## config.mk

```make
export PLATFORM = sky130hd
export DESIGN_NAME = bank_mmu
export DESIGN_NICKNAME = d
export VERILOG_FILES = /design/src/rtl/mmu_pkg.sv /design/src/rtl/mmu_bank_regs.sv /design/src/rtl/mmu_xlate.sv /design/src/rtl/mmu_strobe.sv /design/src/rtl/bank_mmu.sv
export SDC_FILE = /design/constraint.sdc
export NUM_CORES = 1
export LEC_CHECK = 0
export BUFFER_PORTS_ARGS = -buffer_cell sky130_fd_sc_hd__buf_2
export CAP_MARGIN = 25
export CORE_AREA = 3 3 97 81
export CTS_CLUSTER_SIZE = 25
export DETAILED_ROUTE_END_ITERATION = 10
export DIE_AREA = 0 0 100 84
export PLACE_DENSITY = 0.72
export SYNTH_ARGS = -nofsm -noshare
export SYNTH_HDL_FRONTEND = slang
export SYNTH_SLANG_ARGS = --single-unit
```

## constraint.sdc

```tcl
create_clock -name clk -period 1.6 [get_ports clk]
set_input_delay 0.24 -clock clk [delete_from_list [all_inputs] [get_ports clk]]
set_output_delay 0.24 -clock clk [all_outputs]
set_load 0.1 [all_outputs]
```

## src/rtl/mmu_pkg.sv

```systemverilog
package mmu_pkg;

  localparam int unsigned MMU_WIN_BITS  = 3;
  localparam int unsigned MMU_BANK_BITS = 6;
  localparam int unsigned MMU_OFF_BITS  = 13;
  localparam int unsigned MMU_DATA_W    = 8;

  // Control bits captured while the phase clock is high
  typedef struct packed {
    logic phase;
    logic rd;
    logic sel;
  } ctl_smp_t;

  typedef enum logic [1:0] {
    ACC_IDLE  = 2'd0,
    ACC_READ  = 2'd1,
    ACC_WRITE = 2'd2
  } acc_kind_t;

  function automatic acc_kind_t classify(input logic sel, input logic rd, input logic phase);
    acc_kind_t k;
    k = ACC_IDLE;
    if (sel && phase) begin
      k = rd ? ACC_READ : ACC_WRITE;
    end
    return k;
  endfunction

endpackage

```

## src/rtl/mmu_bank_regs.sv

```systemverilog
module mmu_bank_regs
  import mmu_pkg::*;
#(
  parameter int unsigned WIN_BITS  = MMU_WIN_BITS,
  parameter int unsigned BANK_BITS = MMU_BANK_BITS,
  parameter int unsigned DATA_W    = MMU_DATA_W
) (
  input  logic                            clk,
  input  logic                            rst_n,
  input  logic                            phi2,
  input  logic                            cpu_rw,
  input  logic                            reg_sel,
  input  logic [WIN_BITS-1:0]             idx,
  input  logic [DATA_W-1:0]               wdata,
  output logic [(2**WIN_BITS)*BANK_BITS-1:0] bank_flat,
  output logic                            commit
);

  localparam int unsigned NUM_WIN = 2 ** WIN_BITS;

  ctl_smp_t              ctl_q, ctl_d;
  logic [WIN_BITS-1:0]   idx_q, idx_d;
  logic [BANK_BITS-1:0]  data_q, data_d;

  // Capture bus state every clock; used on the cycle the phase falls
  always_comb begin
    ctl_d.phase = phi2;
    ctl_d.rd    = cpu_rw;
    ctl_d.sel   = reg_sel;
    idx_d       = idx;
    data_d      = wdata[BANK_BITS-1:0];
  end

  always_ff @(posedge clk or negedge rst_n) begin
    if (!rst_n) begin
      ctl_q  <= '0;
      idx_q  <= '0;
      data_q <= '0;
    end else begin
      ctl_q  <= ctl_d;
      idx_q  <= idx_d;
      data_q <= data_d;
    end
  end

  assign commit = ctl_q.phase & ~phi2 & ctl_q.sel & ~ctl_q.rd;

  for (genvar g = 0; g < NUM_WIN; g++) begin : g_bank
    logic                 en;
    logic [BANK_BITS-1:0] val_q;
    logic [BANK_BITS-1:0] val_d;

    always_comb begin
      en    = commit && (idx_q == WIN_BITS'(g));
      val_d = data_q;
    end

    always_ff @(posedge clk or negedge rst_n) begin
      if (!rst_n) begin
        val_q <= BANK_BITS'(g);
      end else if (en) begin
        val_q <= val_d;
      end
    end

    assign bank_flat[g*BANK_BITS +: BANK_BITS] = val_q;
  end

endmodule

```

## src/rtl/mmu_xlate.sv

```systemverilog
module mmu_xlate #(
  parameter int unsigned WIN_BITS  = 3,
  parameter int unsigned BANK_BITS = 6,
  parameter int unsigned OFF_BITS  = 13,
  parameter int unsigned DATA_W    = 8
) (
  input  logic [(2**WIN_BITS)*BANK_BITS-1:0] bank_flat,
  input  logic [WIN_BITS+OFF_BITS-1:0]       cpu_addr,
  input  logic                               ram_sel,
  input  logic                               reg_sel,
  input  logic                               cpu_rw,
  output logic [BANK_BITS+OFF_BITS-1:0]      sram_addr,
  output logic [DATA_W-1:0]                  cpu_rdata
);

  localparam int unsigned CPU_AW = WIN_BITS + OFF_BITS;
  localparam int unsigned PA_W   = BANK_BITS + OFF_BITS;

  logic [WIN_BITS-1:0]  win;
  logic [WIN_BITS-1:0]  ridx;
  logic [BANK_BITS-1:0] win_bank;
  logic [BANK_BITS-1:0] rd_bank;

  always_comb begin
    win      = cpu_addr[CPU_AW-1 -: WIN_BITS];
    ridx     = cpu_addr[WIN_BITS-1:0];
    win_bank = bank_flat[win*BANK_BITS +: BANK_BITS];
    rd_bank  = bank_flat[ridx*BANK_BITS +: BANK_BITS];
  end

  always_comb begin
    if (ram_sel) begin
      sram_addr = {win_bank, cpu_addr[OFF_BITS-1:0]};
    end else begin
      sram_addr = PA_W'(cpu_addr);
    end
  end

  always_comb begin
    cpu_rdata = '0;
    if (reg_sel && cpu_rw) begin
      cpu_rdata = DATA_W'(rd_bank);
    end
  end

endmodule

```

## src/rtl/mmu_strobe.sv

```systemverilog
module mmu_strobe
  import mmu_pkg::*;
(
  input  logic ram_sel,
  input  logic cpu_rw,
  input  logic phi2,
  output logic sram_oe_n,
  output logic sram_we_n
);

  acc_kind_t kind;

  always_comb begin
    kind      = classify(ram_sel, cpu_rw, phi2);
    sram_oe_n = (kind != ACC_READ);
    sram_we_n = (kind != ACC_WRITE);
  end

endmodule

```

## src/rtl/bank_mmu.sv

```systemverilog
module bank_mmu
  import mmu_pkg::*;
#(
  parameter int unsigned WIN_BITS  = MMU_WIN_BITS,
  parameter int unsigned BANK_BITS = MMU_BANK_BITS,
  parameter int unsigned OFF_BITS  = MMU_OFF_BITS,
  parameter int unsigned DATA_W    = MMU_DATA_W
) (
  input  logic                          clk,
  input  logic                          rst_n,
  input  logic                          phi2,
  input  logic [WIN_BITS+OFF_BITS-1:0]  cpu_addr,
  input  logic                          cpu_rw,
  input  logic                          ram_sel,
  input  logic                          reg_sel,
  input  logic [DATA_W-1:0]             cpu_wdata,
  output logic [DATA_W-1:0]             cpu_rdata,
  output logic [BANK_BITS+OFF_BITS-1:0] sram_addr,
  output logic                          sram_oe_n,
  output logic                          sram_we_n
);

  localparam int unsigned NUM_WIN = 2 ** WIN_BITS;
  localparam int unsigned FLAT_W  = NUM_WIN * BANK_BITS;

  logic [FLAT_W-1:0] bank_flat;
  logic              wr_commit;

  mmu_bank_regs #(
    .WIN_BITS (WIN_BITS),
    .BANK_BITS(BANK_BITS),
    .DATA_W   (DATA_W)
  ) u_regs (
    .clk      (clk),
    .rst_n    (rst_n),
    .phi2     (phi2),
    .cpu_rw   (cpu_rw),
    .reg_sel  (reg_sel),
    .idx      (cpu_addr[WIN_BITS-1:0]),
    .wdata    (cpu_wdata),
    .bank_flat(bank_flat),
    .commit   (wr_commit)
  );

  mmu_xlate #(
    .WIN_BITS (WIN_BITS),
    .BANK_BITS(BANK_BITS),
    .OFF_BITS (OFF_BITS),
    .DATA_W   (DATA_W)
  ) u_xlate (
    .bank_flat(bank_flat),
    .cpu_addr (cpu_addr),
    .ram_sel  (ram_sel),
    .reg_sel  (reg_sel),
    .cpu_rw   (cpu_rw),
    .sram_addr(sram_addr),
    .cpu_rdata(cpu_rdata)
  );

  mmu_strobe u_strobe (
    .ram_sel  (ram_sel),
    .cpu_rw   (cpu_rw),
    .phi2     (phi2),
    .sram_oe_n(sram_oe_n),
    .sram_we_n(sram_we_n)
  );

endmodule

```

# Word-level counts from Yosys, hierarchy flattened
# Cells that the tools add are included.
totals:
  register_bits: 60
  inputBits: 30
op_classes:
  mul: 2
  bitwise_logic: 5
  shifts: 2
  mux: 4
  n_eq_ne: 9
  n_reduce_logical: 11
op_table:
  columns: ["cell", "n"]
  rows:
  - ["indexed part select 48 x 7 -> 6 bit", 2]
  - ["two-way mux 19 bit", 1]
  - ["equality test 3 bit (second input constant)", 4]
  - ["logical AND 1 bit", 10]
  - ["multiplier 3 x 2 -> 5 bit (second input constant)", 2]
  - ["equality test 3 x 2 -> 1 bit (second input constant)", 2]
  - ["two-way mux 6 bit", 1]
  - ["two-way mux 2 bit", 2]
  - ["AND 1 bit", 3]
  - ["equality test 3 x 1 -> 1 bit (second input constant)", 1]
  - ["zero test 3 bit", 1]
  - ["inequality test 2 x 1 -> 1 bit (second input constant)", 1]
  - ["inequality test 2 bit (second input constant)", 1]
  - ["NOT 1 bit", 2]

# Longest topological paths before layout
depth:
  ltp_word: 5
  ltp_mapped: 4
  ltp_nobuf: 3

# By module
# Synthesis repeated with hierarchy kept, for this count alone.
hier_totals:
  cells_unflattened: 195
  hier_area_um2: 3124.2
modules_own_cells:
  columns: ["module", "n_inst", "cells_per_inst", "area_per_inst_um2"]
  rows:
  - ["mmu_bank_regs", 1, 125, 2214.6]
  - ["mmu_xlate", 1, 68, 897.1]
  - ["mmu_strobe", 1, 2, 12.5]

# Worst setup path before layout
# OpenSTA, ideal clock, no wires.
synth_timing:
  path_kind: "input-to-output"
  from: "input cpu_addr[13]"
  to: "output sram_addr[14]"
  setup_slack_ps: -955
  t_arrival_ps: 2315
  t_required_ps: 1360
  path_buffers: 1
  path_stages: 4
  cell_sequence: "buf_4 -> mux4_2 -> inv_1 -> a31oi_1"
synth_between:
  elab_chain_len: 3
synth_lines:
  columns: ["item", "line_no", "text"]
  rows:
  - ["start: declaration", "bank_mmu.sv:12", "input logic [WIN_BITS+OFF_BITS-1:0] cpu_addr,"]
  - ["multiplier 3 x 2 -> 5 bit", "mmu_xlate.sv:27", "win_bank = bank_flat[win*BANK_BITS +: BANK_BITS];"]
  - ["indexed part select 48 x 7 -> 6 bit", "mmu_xlate.sv:27", null]
  - ["two-way mux 19 bit", "mmu_xlate.sv:32", "if (ram_sel) begin"]
  - ["end: declaration", "bank_mmu.sv:18", "output logic [BANK_BITS+OFF_BITS-1:0] sram_addr,"]
# No other way between the ends.

# Worst setup path after layout
layout_timing:
  from: "register u_regs.g_bank[7].val_q[3]"
  to: "output sram_addr[16]"
layout_between:
  elab_chain_len: 2
layout_lines:
  columns: ["item", "line_no", "text"]
  rows:
  - ["start: declaration", "mmu_bank_regs.sv:50", "logic [BANK_BITS-1:0] val_q;"]
  - ["start signal: assignment", "mmu_bank_regs.sv:60", "val_q <= BANK_BITS'(g);"]
  - ["start signal: assignment", "mmu_bank_regs.sv:62", "val_q <= val_d;"]
  - ["indexed part select 48 x 7 -> 6 bit", "mmu_xlate.sv:27", null]
  - ["two-way mux 19 bit", "mmu_xlate.sv:32", null]
# No other way between the ends.

==> summary.txt <==
Outcome
  • Status: finished, violations left
  • Violated checks: negative setup slack

Floorplanning
  • Die Span Y: 84 um
  • Die X: 100 um
  • Core area: 6860 um2
  • I/O Pins: 59
  • Die ar.: between 8000 and 9000 um2
  • Starting Density: 0.451
  • Rows: 27

Final layout
  • Final net count: 285
  • Area Growth Syn to Fin: 37.2%
  • Post-Route Utilization: 0.619
  • Diodes inserted: 0
  • Final instance area: about 4200 um2
  • Layout cell share with drive strength beyond 1: 0.727
  • Most common cell after layout, fill and taps aside: dfrtp_1
  • Most frequent cells in the layout: 47 x dfrtp_1, 32 x mux2_2, 26 x buf_4

STA
  • Worst-margin pin slew: 0.538 ns
  • Period utilisation layout: 1.19
  • Tmin final: 1.90 ns
  • Final Max Tran Viols: 0
  • Hold WS: between 0.01 and 0.015 ns
  • Setup slack after layout: -0.304 ns
  • RSZ-0062 raised after global routing: true
  • Clock skew: 0.00957 ns
  • Max Fclk: 525 MHz
  • Final setup TNS: -3.37 ns
  • Max-slew headroom: 0.641
  • Endpoints failing setup: 12
  • Final hold vios: 0

Flow run
  • Max_cap viols: 0

Clocking
  • Clock buffer count from CTS: 9
  • Root Driver: clkbuf_8
  • H-tree depth: 3
  • CTS clk-pin slew, worst paths: around 0.070 ns
  • Clock Latency Late Sink: 0.34 ns
  • CTS Sinks: 60
  • CTS tree: built
  • CTS Buffer Depth: 2

GRT
  • Initial antenna violation count: 0
  • Vias in the first global route: 2109
  • Global-route wire length before repair: 12.1 mm
  • GR Overflow Total: 0
  • Global-route usage over all layers: 0.192
  • Pin count of the biggest net entering global routing: 61

Synth
  • Synth cell types: 27
  • Syn Std Cell Area: between 3000 and 4000 um2
  • Post-synthesis register bit count: 60
  • Seq/Total Area, Yosys: 0.490
  • Yosys warns: 0
  • Avg Inst Size Synth: 15.9 um2
  • Synth Instances: 194

Routing
  • Drt initial violations: 95
  • Residual DRC count: 0
  • Final WL: between 7 and 8 mm
  • First-pass DRT Iterations: 4
  • Post-route ant nets: 0
  • Vias per inst: 5.68
  • DR vias: 1971
  • DR WL/cell: 21.1 um

Power and ir drop
  • Peak VDD IR: around 550 uV
  • Pwr dens: roughly 1100 nW/um2
  • Total Power: approximately 0.0045 W
  • LEAKAGE: 1.89 nW

Hold path
  • Worst Hold End: u_regs.data_q[2]
  • Worst Hold Class: in -> reg
  • Worst Hold Path Cells: 1
  • Hold_sp: cpu_wdata[2]

Critical path
  • R2R Setup Slk: 0.01 ns
  • Origin of the critical flop-to-flop path: u_regs.ctl_q[1]
  • Crit-path max FO: 3
  • Worst Path Required: 1.36 ns
  • Data arrival, critical path: 1.66 ns
  • Reg2reg end: u_regs.g_bank[1].val_q[2]
  • Crit. End Element: output pin
  • Critical path type: reg -> out
  • Critical Path Source Type: flop
  • R2R cell count: 4

Placement
  • DP HPWL: 5.01 mm
  • IO buf count: 34
  • Routability cong.: about 0.8
  • Dpl cell area: roughly 3600 um2
[synthesized netlist by cell type]
cell       count  area [um2]
buf_4         19         143
dfrtp_1       48        1200
mux4_2        24         541
clkbuf_1       1        3.75
a31oi_1        2        12.5
nor3_4         1        16.3
nand4b_1       2        17.5
nor4b_4        2        47.6
buf_2          2        10.0
inv_1          3        11.3
nand4bb_4      1        27.5
nor2b_1        1        6.26
and4bb_4       1        16.3
nand4_1        1        6.26
nor4_4         1        21.3
nand2_1        2        7.51
nor2_1         2        7.51
nand3_1        2        10.0
a22o_1         9        78.8
dfstp_2       12         315
and2_1         1        6.26
mux2_2        48         541
buf_1          2        7.51
and3_1         1        6.26
nand3b_1       1        7.51
conb_1         1        3.75
a21oi_1        4        20.0
[worst max path at each step]
stage | slack [ns] | depth (start not counted) | from | to
final | -0.30 | 3 | u_regs.g_bank[7].val_q[3] | sram_addr[16]
after floorplan | -0.04 | 3 | u_regs.g_bank[3].val_q[1] | sram_addr[14]
after global routing | -0.35 | 3 | u_regs.g_bank[6].val_q[3] | sram_addr[16]
after CTS | -0.32 | 3 | u_regs.g_bank[4].val_q[0] | cpu_rdata[0]
after global placement | -0.36 | 5 | cpu_addr[13] | sram_addr[15]
after detailed placement | -0.38 | 5 | cpu_addr[13] | sram_addr[14]
[worst max-delay path: stages (launching register included)]
cell and delay (ns):
dfrtp_1 0.39, mux4_2 0.49, a22o_4 0.27, buf_12 0.16
[area by class of cell]
class | instances | area, um2
Clock buffer | 12 | 165
Clock inverter | 4 | 70.1
Fill cell | 507 | 2620
Inverter | 3 | 11.3
Multi-Input combinational cell | 108 | 1610
Sequential cell | 60 | 1520
Tap cell | 87 | 109
Timing Repair Buffer | 73 | 758
[cells by family (layout without fill, tap and decap cells)]
family,Yosys count,count (layout),synth area share
AO/OA/AOI/OAI,15,15,0.0360
AND/OR/NAND/NOR,19,19,0.0660
other,1,2,0.00121
buffers and inverters,27,92,0.0567
multiplexers,72,72,0.350
flip-flops,60,60,0.490
[stage by stage]
stage | setup slack (ns) | instances
2_1_floorplan | -0.0423 | 195
3_3_place_gp | -0.362 | 322
3_5_place_dp | -0.377 | 322
4_1_cts | -0.321 | 346
5_1_grt | -0.353 | 347
6_report | -0.304 | 347
[metal layers]
metal / track usage / vias up / wire length (um)
met2: 0.291 / 69 / 3450
met5: 0 / - / 0
met4: 0.0539 / 0 / 79
met3: 0.0551 / 11 / 557
met1: 0.270 / 1032 / 3240
li1: - / 859 / -
[power breakdown]
group / switching, W / internal [W] / total, W
logic: 0.000491 / 0.000521 / 0.00101
registers: 0.000154 / 0.00172 / 0.00188
clock network: 0.000588 / 0.000999 / 0.00159
[state kept, by name, summed over array words and instances, names as in the netlist]
name                 flops
u_regs.ctl_q             3
u_regs.data_q            6
u_regs.g_bank.val_q     48
u_regs.idx_q             3
[what timing repair did]
| action | 4_1_cts | 5_1_grt |
|---|---|---|
| setup endpoints to repair | 23 | 30 |
| pin swaps | 12 | 2 |
| hold endpoints to repair | 53 | 0 |
| gates resized for setup | 59 | 21 |
| setup buffers | 2 | 1 |
| hold buffers | 6 | 0 |
Power figures use the tool's default switching activity.
